**src/rtl/fi_pkg.sv**
```systemverilog
package fi_pkg;

    typedef enum logic [1:0] {
        FK_ZERO = 2'd0,
        FK_ONE  = 2'd1,
        FK_INV  = 2'd2,
        FK_PASS = 2'd3
    } fault_kind_e;

    typedef enum logic [1:0] {
        SQ_IDLE = 2'd0,
        SQ_WAIT = 2'd1,
        SQ_HOLD = 2'd2,
        SQ_FIN  = 2'd3
    } seq_state_e;

endpackage

```
**src/rtl/fi_fault_table.sv**
```systemverilog
module fi_fault_table
    import fi_pkg::*;
#(
    parameter int N_FAULTS = 4,
    parameter int CNT_W    = 8,
    localparam int IDX_W   = (N_FAULTS > 1) ? $clog2(N_FAULTS) : 1
) (
    input  logic             clk,
    input  logic             rst,
    input  logic             busy,
    input  logic             wr_en,
    input  logic [IDX_W-1:0] wr_idx,
    input  logic [CNT_W-1:0] wr_delay,
    input  logic [CNT_W-1:0] wr_window,
    input  logic [1:0]       wr_kind,
    input  logic             wr_perm,
    input  logic [IDX_W-1:0] rd_idx,
    output logic [CNT_W-1:0] rd_delay,
    output logic [CNT_W-1:0] rd_window,
    output fault_kind_e      rd_kind,
    output logic             rd_perm
);

    logic [CNT_W-1:0] delay_d  [N_FAULTS];
    logic [CNT_W-1:0] delay_q  [N_FAULTS];
    logic [CNT_W-1:0] window_d [N_FAULTS];
    logic [CNT_W-1:0] window_q [N_FAULTS];
    fault_kind_e      kind_d   [N_FAULTS];
    fault_kind_e      kind_q   [N_FAULTS];
    logic             perm_d   [N_FAULTS];
    logic             perm_q   [N_FAULTS];

    logic accept;
    assign accept = wr_en && !busy;

    always_comb begin
        for (int i = 0; i < N_FAULTS; i++) begin
            delay_d[i]  = delay_q[i];
            window_d[i] = window_q[i];
            kind_d[i]   = kind_q[i];
            perm_d[i]   = perm_q[i];
            if (accept && (wr_idx == IDX_W'(i))) begin
                delay_d[i]  = wr_delay;
                window_d[i] = wr_window;
                kind_d[i]   = fault_kind_e'(wr_kind);
                perm_d[i]   = wr_perm;
            end
        end
    end

    always_ff @(posedge clk) begin
        for (int i = 0; i < N_FAULTS; i++) begin
            if (rst) begin
                delay_q[i]  <= '0;
                window_q[i] <= '0;
                kind_q[i]   <= FK_PASS;
                perm_q[i]   <= 1'b0;
            end else begin
                delay_q[i]  <= delay_d[i];
                window_q[i] <= window_d[i];
                kind_q[i]   <= kind_d[i];
                perm_q[i]   <= perm_d[i];
            end
        end
    end

    assign rd_delay  = delay_q[rd_idx];
    assign rd_window = window_q[rd_idx];
    assign rd_kind   = kind_q[rd_idx];
    assign rd_perm   = perm_q[rd_idx];

    generate
        for (genvar g = 0; g < N_FAULTS; g++) begin : g_hold_chk

            locked_entry_chk: assert property (@(posedge clk) disable iff (rst)
                busy |=> ($stable(delay_q[g]) && $stable(window_q[g]) && $stable(perm_q[g])));
        end
    endgenerate

endmodule

```
**src/rtl/fi_sequencer.sv**
```systemverilog
module fi_sequencer
    import fi_pkg::*;
#(
    parameter int N_FAULTS = 4,
    parameter int CNT_W    = 8,
    localparam int IDX_W   = (N_FAULTS > 1) ? $clog2(N_FAULTS) : 1
) (
    input  logic                clk,
    input  logic                rst,
    input  logic                start,
    input  logic [IDX_W-1:0]    last_idx,
    input  logic [CNT_W-1:0]    ent_delay,
    input  logic [CNT_W-1:0]    ent_window,
    input  logic                ent_perm,
    output logic [IDX_W-1:0]    cur_idx,
    output logic [N_FAULTS-1:0] fis,
    output logic                fault_active,
    output logic                capture_stb,
    output logic                busy,
    output logic                done
);

    localparam logic [IDX_W-1:0] MAX_IDX = IDX_W'(N_FAULTS - 1);

    typedef struct packed {
        seq_state_e       st;
        logic [IDX_W-1:0] idx;
        logic [IDX_W-1:0] last;
        logic [CNT_W-1:0] cnt;
    } seq_t;

    seq_t s_d, s_q;
    logic inject;

    always_comb begin
        s_d = s_q;
        unique case (s_q.st)
            SQ_IDLE, SQ_FIN: begin
                if (start) begin
                    s_d.st   = SQ_WAIT;
                    s_d.idx  = '0;
                    s_d.cnt  = '0;
                    s_d.last = (last_idx > MAX_IDX) ? MAX_IDX : last_idx;
                end
            end
            SQ_WAIT: begin
                if (s_q.cnt == ent_delay) begin
                    s_d.st  = SQ_HOLD;
                    s_d.cnt = '0;
                end else begin
                    s_d.cnt = s_q.cnt + 1'b1;
                end
            end
            SQ_HOLD: begin
                if (s_q.cnt == ent_window) begin
                    s_d.cnt = '0;
                    if (s_q.idx == s_q.last) begin
                        s_d.st = SQ_FIN;
                    end else begin
                        s_d.st  = SQ_WAIT;
                        s_d.idx = s_q.idx + 1'b1;
                    end
                end else begin
                    s_d.cnt = s_q.cnt + 1'b1;
                end
            end
            default: s_d.st = SQ_IDLE;
        endcase
    end

    always_ff @(posedge clk) begin
        if (rst) begin
            s_q.st   <= SQ_IDLE;
            s_q.idx  <= '0;
            s_q.last <= '0;
            s_q.cnt  <= '0;
        end else begin
            s_q <= s_d;
        end
    end

    assign fault_active = (s_q.st == SQ_HOLD);
    assign busy         = (s_q.st == SQ_WAIT) || fault_active;
    assign done         = (s_q.st == SQ_FIN);
    assign capture_stb  = fault_active && (s_q.cnt == ent_window);
    assign inject       = fault_active && (ent_perm || (s_q.cnt == '0));
    assign cur_idx      = s_q.idx;

    generate
        for (genvar g = 0; g < N_FAULTS; g++) begin : g_line
            assign fis[g] = inject && (s_q.idx == IDX_W'(g));
        end
    endgenerate


    one_line_chk: assert property (@(posedge clk) disable iff (rst)
        $onehot0(fis) && (!fault_active -> (fis == '0)));

    transient_pulse_chk: assert property (@(posedge clk) disable iff (rst)
        ((fis != '0) && !ent_perm) |=> (fis == '0));

    window_end_chk: assert property (@(posedge clk) disable iff (rst)
        capture_stb |=> !fault_active);

    finished_quiet_chk: assert property (@(posedge clk) disable iff (rst)
        done |-> (!busy && (fis == '0)));

    start_ignored_chk: assert property (@(posedge clk) disable iff (rst)
        (busy && start && !capture_stb) |=> (busy && $stable(cur_idx)));

    reset_idle_chk: assert property (@(posedge clk)
        rst |=> (!busy && !done && (fis == '0)));

endmodule

```
**src/rtl/fi_saboteur.sv**
```systemverilog
module fi_saboteur
    import fi_pkg::*;
(
    input  logic        inj,
    input  fault_kind_e kind,
    input  logic        din,
    output logic        dout
);

    always_comb begin
        dout = din;
        if (inj) begin
            unique case (kind)
                FK_ZERO: dout = 1'b0;
                FK_ONE:  dout = 1'b1;
                FK_INV:  dout = ~din;
                default: dout = din;
            endcase
        end
    end

endmodule

```
**src/rtl/fault_campaign_mgr.sv**
```systemverilog
module fault_campaign_mgr
    import fi_pkg::*;
#(
    parameter int N_FAULTS = 4,
    parameter int CNT_W    = 8,
    localparam int IDX_W   = (N_FAULTS > 1) ? $clog2(N_FAULTS) : 1
) (
    input  logic                clk,
    input  logic                rst,
    input  logic                cfg_we,
    input  logic [IDX_W-1:0]    cfg_idx,
    input  logic [CNT_W-1:0]    cfg_delay,
    input  logic [CNT_W-1:0]    cfg_window,
    input  logic [1:0]          cfg_kind,
    input  logic                cfg_perm,
    input  logic                start,
    input  logic [IDX_W-1:0]    last_idx,
    output logic [N_FAULTS-1:0] fis,
    output logic [IDX_W-1:0]    active_idx,
    output logic                fault_active,
    output logic                capture_stb,
    output logic                busy,
    output logic                done,
    input  logic [N_FAULTS-1:0] site_in,
    output logic [N_FAULTS-1:0] site_out
);

    logic [CNT_W-1:0] ent_delay;
    logic [CNT_W-1:0] ent_window;
    fault_kind_e      ent_kind;
    logic             ent_perm;

    fi_fault_table #(.N_FAULTS(N_FAULTS), .CNT_W(CNT_W)) u_table (
        .clk       (clk),
        .rst       (rst),
        .busy      (busy),
        .wr_en     (cfg_we),
        .wr_idx    (cfg_idx),
        .wr_delay  (cfg_delay),
        .wr_window (cfg_window),
        .wr_kind   (cfg_kind),
        .wr_perm   (cfg_perm),
        .rd_idx    (active_idx),
        .rd_delay  (ent_delay),
        .rd_window (ent_window),
        .rd_kind   (ent_kind),
        .rd_perm   (ent_perm)
    );

    fi_sequencer #(.N_FAULTS(N_FAULTS), .CNT_W(CNT_W)) u_seq (
        .clk          (clk),
        .rst          (rst),
        .start        (start),
        .last_idx     (last_idx),
        .ent_delay    (ent_delay),
        .ent_window   (ent_window),
        .ent_perm     (ent_perm),
        .cur_idx      (active_idx),
        .fis          (fis),
        .fault_active (fault_active),
        .capture_stb  (capture_stb),
        .busy         (busy),
        .done         (done)
    );

    generate
        for (genvar g = 0; g < N_FAULTS; g++) begin : g_site
            fi_saboteur u_sab (
                .inj  (fis[g]),
                .kind (ent_kind),
                .din  (site_in[g]),
                .dout (site_out[g])
            );

            clean_pass_chk: assert property (@(posedge clk) disable iff (rst)
                !fis[g] |-> (site_out[g] == site_in[g]));

            line_idx_chk: assert property (@(posedge clk) disable iff (rst)
                fis[g] |-> (fault_active && (active_idx == IDX_W'(g))));
        end
    endgenerate

endmodule

```
**config.mk**
```make
export PLATFORM = sky130hd
export DESIGN_NAME = fault_campaign_mgr
export DESIGN_NICKNAME = d
export VERILOG_FILES = /design/src/rtl/fi_pkg.sv /design/src/rtl/fi_fault_table.sv /design/src/rtl/fi_sequencer.sv /design/src/rtl/fi_saboteur.sv /design/src/rtl/fault_campaign_mgr.sv
export SDC_FILE = /design/constraint.sdc
export NUM_CORES = 1
export LEC_CHECK = 0
export ABC_AREA = 1
export BUFFER_PORTS_ARGS = -buffer_cell sky130_fd_sc_hd__buf_2
export CORE_ASPECT_RATIO = 1.75
export CORE_MARGIN = 2
export CORE_UTILIZATION = 41
export DETAILED_ROUTE_END_ITERATION = 10
export GPL_TIMING_DRIVEN = 0
export PLACE_DENSITY = 0.57
export SLEW_MARGIN = 5
export SYNTH_ARGS = -nofsm -noshare
export SYNTH_HDL_FRONTEND = slang
export SYNTH_SLANG_ARGS = --single-unit
```
**constraint.sdc**
```tcl
create_clock -name clk -period 3.95 [get_ports clk]
set_clock_uncertainty 0.1 [all_clocks]
set_input_delay 0.395 -clock clk [delete_from_list [all_inputs] [get_ports clk]]
set_output_delay 0.395 -clock clk [all_outputs]
set_load 0.05 [all_outputs]
```
Yosys cells after proc, flatten, opt, wreduce, memory -nomap -nowiden. Memories as Yosys holds them, arrays and structs flattened. A register that Yosys moved wholly into a read port is not among the register bits. Cells that the tools add are included.

Bits in registers: 14. Bits in latches: 0. Bits in writable memories: 76. Bits in read-only memories: 0. Bits of input ports: 31. Memories: 4.

Memory list: u_table.delay_q (depth 4, bits a word 8, rd ports 1, clocked after memory_dff 1, write ports 4, line fi_fault_table.sv:25) `logic [CNT_W-1:0] delay_q [N_FAULTS];`; u_table.window_q (depth 4, bits a word 8, rd ports 1, clocked after memory_dff 1, write ports 4, line fi_fault_table.sv:27) `logic [CNT_W-1:0] window_q [N_FAULTS];`; u_table.kind_q (depth 4, bits a word 2, rd ports 1, clocked after memory_dff 1, write ports 4, line fi_fault_table.sv:29) `fault_kind_e kind_q [N_FAULTS];`; u_table.perm_q (depth 4, bits a word 1, rd ports 1, clocked after memory_dff 1, write ports 4, line fi_fault_table.sv:31) `logic perm_q [N_FAULTS];`.

$add $sub $neg: 2. Multiply operators: 0. Div/mod/pow operators: 0. $lt $le $gt $ge: 1. Equality and inequality tests: 22. Shift-type cells: 0. Multiplexer cells: 62. Bitwise logic cells: 20. Reduce and logical (&&, ||, !) cells: 28.

Operators with widths (number): 8-bit 2-to-1 mux (18); 2-bit 2-to-1 mux (20); 8-bit one-hot mux with 3 select lines (1); 8-bit == test (2); 1-bit bitwise OR (16); 1-bit 2-to-1 mux (15); 2-bit == test, second input constant (7); 14-bit 2-to-1 mux (1); 1-bit one-hot mux with 3 select lines (4); 1-bit logical AND (11); 2-bit AND reduction (5); 8-bit by 1-bit adder with 8-bit output, second input constant (1); 2-bit by 1-bit == test with 1-bit output, second input constant (4); 2-bit zero test (4); 8-bit zero test (1); 2-bit inequality test, second input constant (3); 2-bit one-hot mux with 3 select lines (1); 4-bit 2-to-1 mux (1); 1-bit inequality test, second input constant (4); 1-bit inverter (4); 2-bit one-hot mux with 2 select lines (1); 4-bit AND reduction (1); 3-bit AND reduction (1); 2-bit by 1-bit adder with 2-bit output, second input constant (1); 7 further kinds (8).

Logic depth before layout (Yosys ltp). Gate-level depths: netlist of the first run.

Depth after elaboration: 8. Depth in mapped cells: 15.

Cells and area by module. Synthesis of the first run repeated with hierarchy kept, for this count alone.

Cells, all modules: 624. Area, all modules: 5136.2 um^2.

By module, submodules not included: fi_fault_table (times used 1, cells each 404, area an instance 3776.1 um^2); fi_sequencer (times used 1, cells each 184, area an instance 1214.9 um^2); fi_saboteur (times used 4, cells each 9, area an instance 36.3 um^2).

Least setup slack after synthesis of the first run. OpenSTA, ideal clock, no wires.

Path kind: reg2reg. Start point: register u_seq.s_q[12] (netlist bit). End point: memory u_table.delay_q[0][0] (enable). Setup time: 0.425 ns. Arrival: 2.359 ns. Setup slack: 1.066 ns. Stages on the path, launching flop included: 5. Buffers on the path: 0. Cells stage by stage: dfxtp_1 inv_1 ha_1 nand2_1 o31ai_1.

RTL lines: start: declaration (line fi_sequencer.sv:32) `seq_t s_d, s_q;`; end: declaration (line fi_fault_table.sv:25).

==> results.cfg, run 1 <==
[clock_network]
cts_buffer_depth = 2
hold_buffers = 0
postCtsSetupRepairBufs = 0
clkSinkCount = 92
root_buffer = clkbuf_16
cts_tree = yes
post_cts_resized = 0
htree_num_levels = 3
path_clk_slew_ps = 70
numCtsBuffers = 9
clock_latency_ps = 340

[timing]
finalHoldViolations = 0
slew_headroom_pct = 36.3
setup_ws_ps = 954
finalSetupViolations = 0
max_slew.worst_pin.slew_ps = 954
fin_tns_setup_ps = 0
rsz0062_at_grt = false
period_needed_ps = 3000
fin_crit_sh_pct = 75.8
max_freq_mhz = 334
drv_slew = 0

[setup_path]
cp-endpoint = site_out[2]
cp-end-kind = output pin
worstPathMaxFanout = 10
path_class = reg2out
cp.arrival_ps = 2500
setup.worst_path.start_class = register
worst_r2r_path_depth = 9
r2r-end = u_table.delay_q[1][5]$_SDFFCE_PN0P_
regToRegStartpoint = u_seq.s_q[12]$_SDFFE_PP0P_
worstPathRequired_ps = 3450
rrSetupSlack_ps = 1370

[floorplanning]
die_y_um = 146
core-area_sq_um = 11200
start_util_pct = 42.2
io_pins = 45
dieArea_sq_um = 12400
die_x_um = 85.0
row_count = 51

[cells_and_area]
stdcell_count = 739
area_delta_synth_final_pct = 15.4
final_common_cell = nand2_1
layout-drive-gt1-share_pct = 15.7
final_cell_mix = nand2_1 (146), nor2_1 (85), edfxtp_1 (76)
diodes = 0
fin_nets = 642

[global_routing]
antenna_found_initial = 0
grtUsageTotal_pct = 19.9
grt_pass1_wl_mm = 19.1
grt_max_degree = 20
grt_pass1_vias = 3745
gr-total-overflow = 0

[logic_synthesis]
synth_area_sq_um = 4710
yosysTopAreaCellShare_pct = 48.5
async_reset_ff_share_pct = 0
synth_edf_count = 76
synth_largest_area_cell = edfxtp_1
ys_seq_area_share_pct = 55.3
synth_area_leaders = edfxtp_1 (48%), nand2_1 (12%), nand3_1 (7.0%), dfxtp_1 (6.8%), nor2_1 (6.8%)
synth_warnings = 0
syn_avg_cell_area_sq_um = 8.61
syn_nets = 587
synth_cell_types = 26
ys_ff_latch = 92
syn_inst = 547
yosys_most_used_dff = edfxtp_1

[hold_path]
worst_hold_path_type = in2reg

[job]
cap_violations = 0

[place]
hpwl_mm = 8.48
placedCellCount = 723
port_buffers = 43
gp_congestion = 0.966
post-place-ws_ps = 1310

[route]
first_pass_iters = 4
drtAntennaViolNets = 0
via_count = 3772
drt-initial-drc-count = 269
wl_per_cell_um = 16.0
drt_drc_violations_left = 0
viasPerCell = 5.10
totalWireLength_mm = 11.9

[power]
power.static_leakage_nw = 2.40
power.density_nw_per_um2 = 472
vdd_drop_max_mv = 0.224

[outcome]
status = complete, no violations
-- report_power, final --
group          switching (mW)  internal [mW]
registers              0.0347           1.14
logic                   0.327          0.132
clock network           0.371          0.556
-- critical path, stage by stage (launching register included) --
cell,delay [ps]
dfxtp_1,310
buf_4,190
buf_2,290
o21ai_0,140
o221ai_1,230
nand2_1,130
nor2_1,230
a21oi_1,100
a31oi_1,170
buf_4,130
buf_2,240
-- through the flow --
stage                     hold WS, ps  util, %  total power [mW]  area [sq um]
after floorplan                   372        -              1.52          4710
after global placement            389     45.6              1.65          5090
after detailed placement          408     45.8              1.66          5120
after CTS                         210     48.6              2.57          5430
after global routing              219     48.6              2.67          5430
final                             213     48.6              2.57          5430
-- cell families after synthesis --
| kind of cell | after synthesis | synth area share, % |
|---|---|---|
| xor+xnor | 6 | 1.12 |
| buf+inv | 84 | 8.64 |
| flops | 92 | 55.3 |
| compound gates | 39 | 4.63 |
| fa+ha+maj | 9 | 2.39 |
| simple gates | 317 | 27.9 |
-- worst min path at each step --
| stage | start | cells past startpoint | end | slack [ps] |
|---|---|---|---|---|
| floorplan | u_seq.s_q[7]$_SDFFE_PP0P_ | 2 | u_seq.s_q[7]$_SDFFE_PP0P_ | 370 |
| global placement | u_seq.s_q[12]$_SDFFE_PP0P_ | 2 | u_seq.s_q[12]$_SDFFE_PP0P_ | 390 |
| detailed placement | u_seq.s_q[12]$_SDFFE_PP0P_ | 2 | u_seq.s_q[12]$_SDFFE_PP0P_ | 410 |
| CTS | last_idx[0] | 3 | u_seq.s_q[8]$_SDFFE_PP0P_ | 210 |
| global route | last_idx[1] | 3 | u_seq.s_q[9]$_SDFFE_PP0P_ | 220 |
| finish | last_idx[0] | 3 | u_seq.s_q[8]$_SDFFE_PP0P_ | 210 |
-- cells in the mapped netlist, types with 2 or more instances --
cell type	instances
or2_2	6
buf_6	5
a31oi_1	4
o221ai_1	2
inv_1	50
buf_2	4
nand2_1	146
nand4_1	3
ha_1	9
xor2_1	6
clkinv_1	2
o21ai_0	5
inv_2	3
edfxtp_1	76
nor3_1	6
nor2_1	85
buf_4	13
clkbuf_1	7
a21oi_1	25
dfxtp_1	16
nand3_1	66
a32oi_1	2
nand2_2	3
-- per-layer routing --
| layer | vias to the layer above | wire length [um] | GRT usage, % |
|---|---|---|---|
| li1 | 1898 | - | - |
| met1 | 1743 | 4790 | 23.4 |
| met2 | 106 | 6100 | 34.3 |
| met3 | 25 | 514 | 3.91 |
| met4 | 0 | 454 | 9.44 |
| met5 | - | 0 | 0 |
-- area by class of cell --
class / instances / area (sq um)
clock inverters: 6 / 87.6
flip-flops and latches: 92 / 2600
repair buffers: 44 / 230
plain buffers: 29 / 200
multi-input cells: 371 / 1710
well taps: 132 / 165
inverters: 55 / 206
clock buffers: 10 / 229
fillers: 1076 / 5730
-- flip-flops by register name, indices dropped and copies added (netlist names), named ones only --
register	cells
u_table.delay_q	32
u_seq.cur_idx	2
u_table.kind_q	8
u_table.perm_q	4
u_table.window_q	32
u_seq.s_q	12
Note: power is estimated with default switching activity, not from simulation.
==> inputs of run 2 (changes only) <==
==> constraint.sdc (replaced) <==
create_clock -name clk -period 2.8 [get_ports clk]
set_clock_uncertainty 0.1 [all_clocks]
set_input_delay 0.28 -clock clk [delete_from_list [all_inputs] [get_ports clk]]
set_output_delay 0.28 -clock clk [all_outputs]
set_load 0.05 [all_outputs]
==> run 2 against run 1 <==
Compared with the run above:
- worst hold slack got worse by 110 ps
- non-clock buffer count did not move
- critical path depth did not move
- combinational power rose by 44%
- global-route usage fell by 0.052 points
- largest power group unchanged
==> results.cfg, run 2 (synthesis gave the netlist of run 1 again) <==
[floorplanning]
die_x_um = 85.0
dieArea_sq_um = 12400
row_count = 51
core-area_sq_um = 11200
io_pins = 45
start_util_pct = 42.2
die_y_um = 146

[global_routing]
grt_max_degree = 20
grt_pass1_wl_mm = 18.9
antenna_found_initial = 0
grt_pass1_vias = 3727
gr-total-overflow = 0
grtUsageTotal_pct = 19.9

[cells_and_area]
reg_top3 = u_table.delay_q: 32 flops, u_table.window_q: 32 flops, u_seq.s_q: 12 flops
utilization_pct = 48.9
area_delta_synth_final_pct = 16.1
diodes = 0
fin_nets = 642
final_cell_mix = nand2_1 (145), nor2_1 (82), edfxtp_1 (76)
final_common_cell = nand2_1
layout-drive-gt1-share_pct = 16.8

[setup_path]
path_class = reg2out
worstPathMaxFanout = 10
path_cells = buf_4 -> buf_6 -> o21ai_0 -> o221ai_2 -> nand2_2 -> nor2_1 -> a21oi_1 -> a31oi_1 -> buf_4 -> buf_4
critPathMaxStageDelay_ps = 310
worstPathRequired_ps = 2420
cp-end-kind = output pin
cp_common_cell = buf_4
setup.worst_path.start_class = register
regToRegStartpoint = u_seq.s_q[12]$_SDFFE_PP0P_
cp_slowest_cell = dfxtp_1
cp.arrival_ps = 2310

[route]
via_count = 3773
wl_per_cell_um = 16.0
totalWireLength_mm = 11.8
viasPerCell = 5.11
drtAntennaViolNets = 0
drt_drc_violations_left = 0
first_pass_iters = 5
drt-initial-drc-count = 261

[place]
gp_congestion = 0.947
port_buffers = 43
hpwl_mm = 8.51

[power]
vdd_drop_max_mv = 0.350
power.static_leakage_nw = 2.41
power_mw = 3.62
power.density_nw_per_um2 = 663

[clock_network]
clock_latency_ps = 340
numCtsBuffers = 9
htree_num_levels = 3
path_clk_slew_ps = 70
cts_tree = yes
postCtsSetupRepairBufs = 0
hold_buffers = 0
root_buffer = clkbuf_16
clkSinkCount = 92
cts_buffer_depth = 2

[timing]
max_slew.worst_pin.slew_ps = 909
max_freq_mhz = 371
fin_tns_setup_ps = 0
finalSetupViolations = 0
period_needed_ps = 2690
rsz0062_at_grt = true
slew_headroom_pct = 39.3
finalHoldViolations = 0
fin_crit_sh_pct = 96.1
drv_slew = 0

[outcome]
status = complete, no violations

[hold_path]
worst_hold_path_type = in2reg
hp-start = last_idx[0]

[job]
cap_violations = 0
-- run 2: repair_timing --
action,CTS,global route
hold endpoints to repair,0,0
endpoints found under the setup margin,4,10
resized for setup,3,12
pin swaps,0,1
-- run 2: through the flow --
step / instance area [sq um] / std cells / worst slack [ps] / hold WS, ps
after floorplan: 4710 / 547 / 501 / 334
after global placement: 5090 / 722 / -180 / 390
after detailed placement: 5120 / 723 / 203 / 400
after CTS: 5440 / 739 / -11.0 / 108
after global routing: 5470 / 739 / -55.8 / 142
final: 5470 / 739 / 108 / 98.8
-- run 2: area by class of cell --
type                    instances  area, sq um
inverters                      55          206
clock inverters                 6         86.3
fillers                      1131         5700
clock buffers                  10          229
repair buffers                 44          240
plain buffers                  29          208
multi-input cells             371         1730
well taps                     132          165
flip-flops and latches         92         2600
-- run 2: report_power, final --
| part | total (mW) | internal, mW | leakage, nW | switching, mW |
|---|---|---|---|---|
| Sequential | 1.66 | 1.61 | 0.897 | 0.0496 |
| Clock | 1.30 | 0.784 | 0.155 | 0.514 |
| Combinational | 0.661 | 0.190 | 1.35 | 0.471 |
| Total | 3.62 | 2.59 | 2.41 | 1.03 |
-- run 2: path summary, 6_finish.rpt --
| check | endpoint | slack, ps | cells past startpoint |
|---|---|---|---|
| max | site_out[3] | 110 | 10 |
| min | u_seq.s_q[8]$_SDFFE_PP0P_ | 100 | 3 |
| max reg2reg | u_table.window_q[0][4]$_SDFFCE_PN0P_ | 190 | 7 |
| min reg2reg | u_seq.s_q[12]$_SDFFE_PP0P_ | 410 | 2 |
-- run 2: critical path: cells and delay by family, from the launching register on --
kind | cells | cell delay, ps
AOI/OAI and AO/OA | 4 | 630
buffers and inverters | 4 | 680
and+or+nand+nor | 2 | 330
DFF | 1 | 310
-- run 2: routing by layer --
metal,part of all wire (%),GRT usage (%),routed length [um]
met2,54,35.1,6310
met1,40,23.2,4680
met3,3.4,3.06,402
met4,3.3,9.05,394
met5,0,0,0
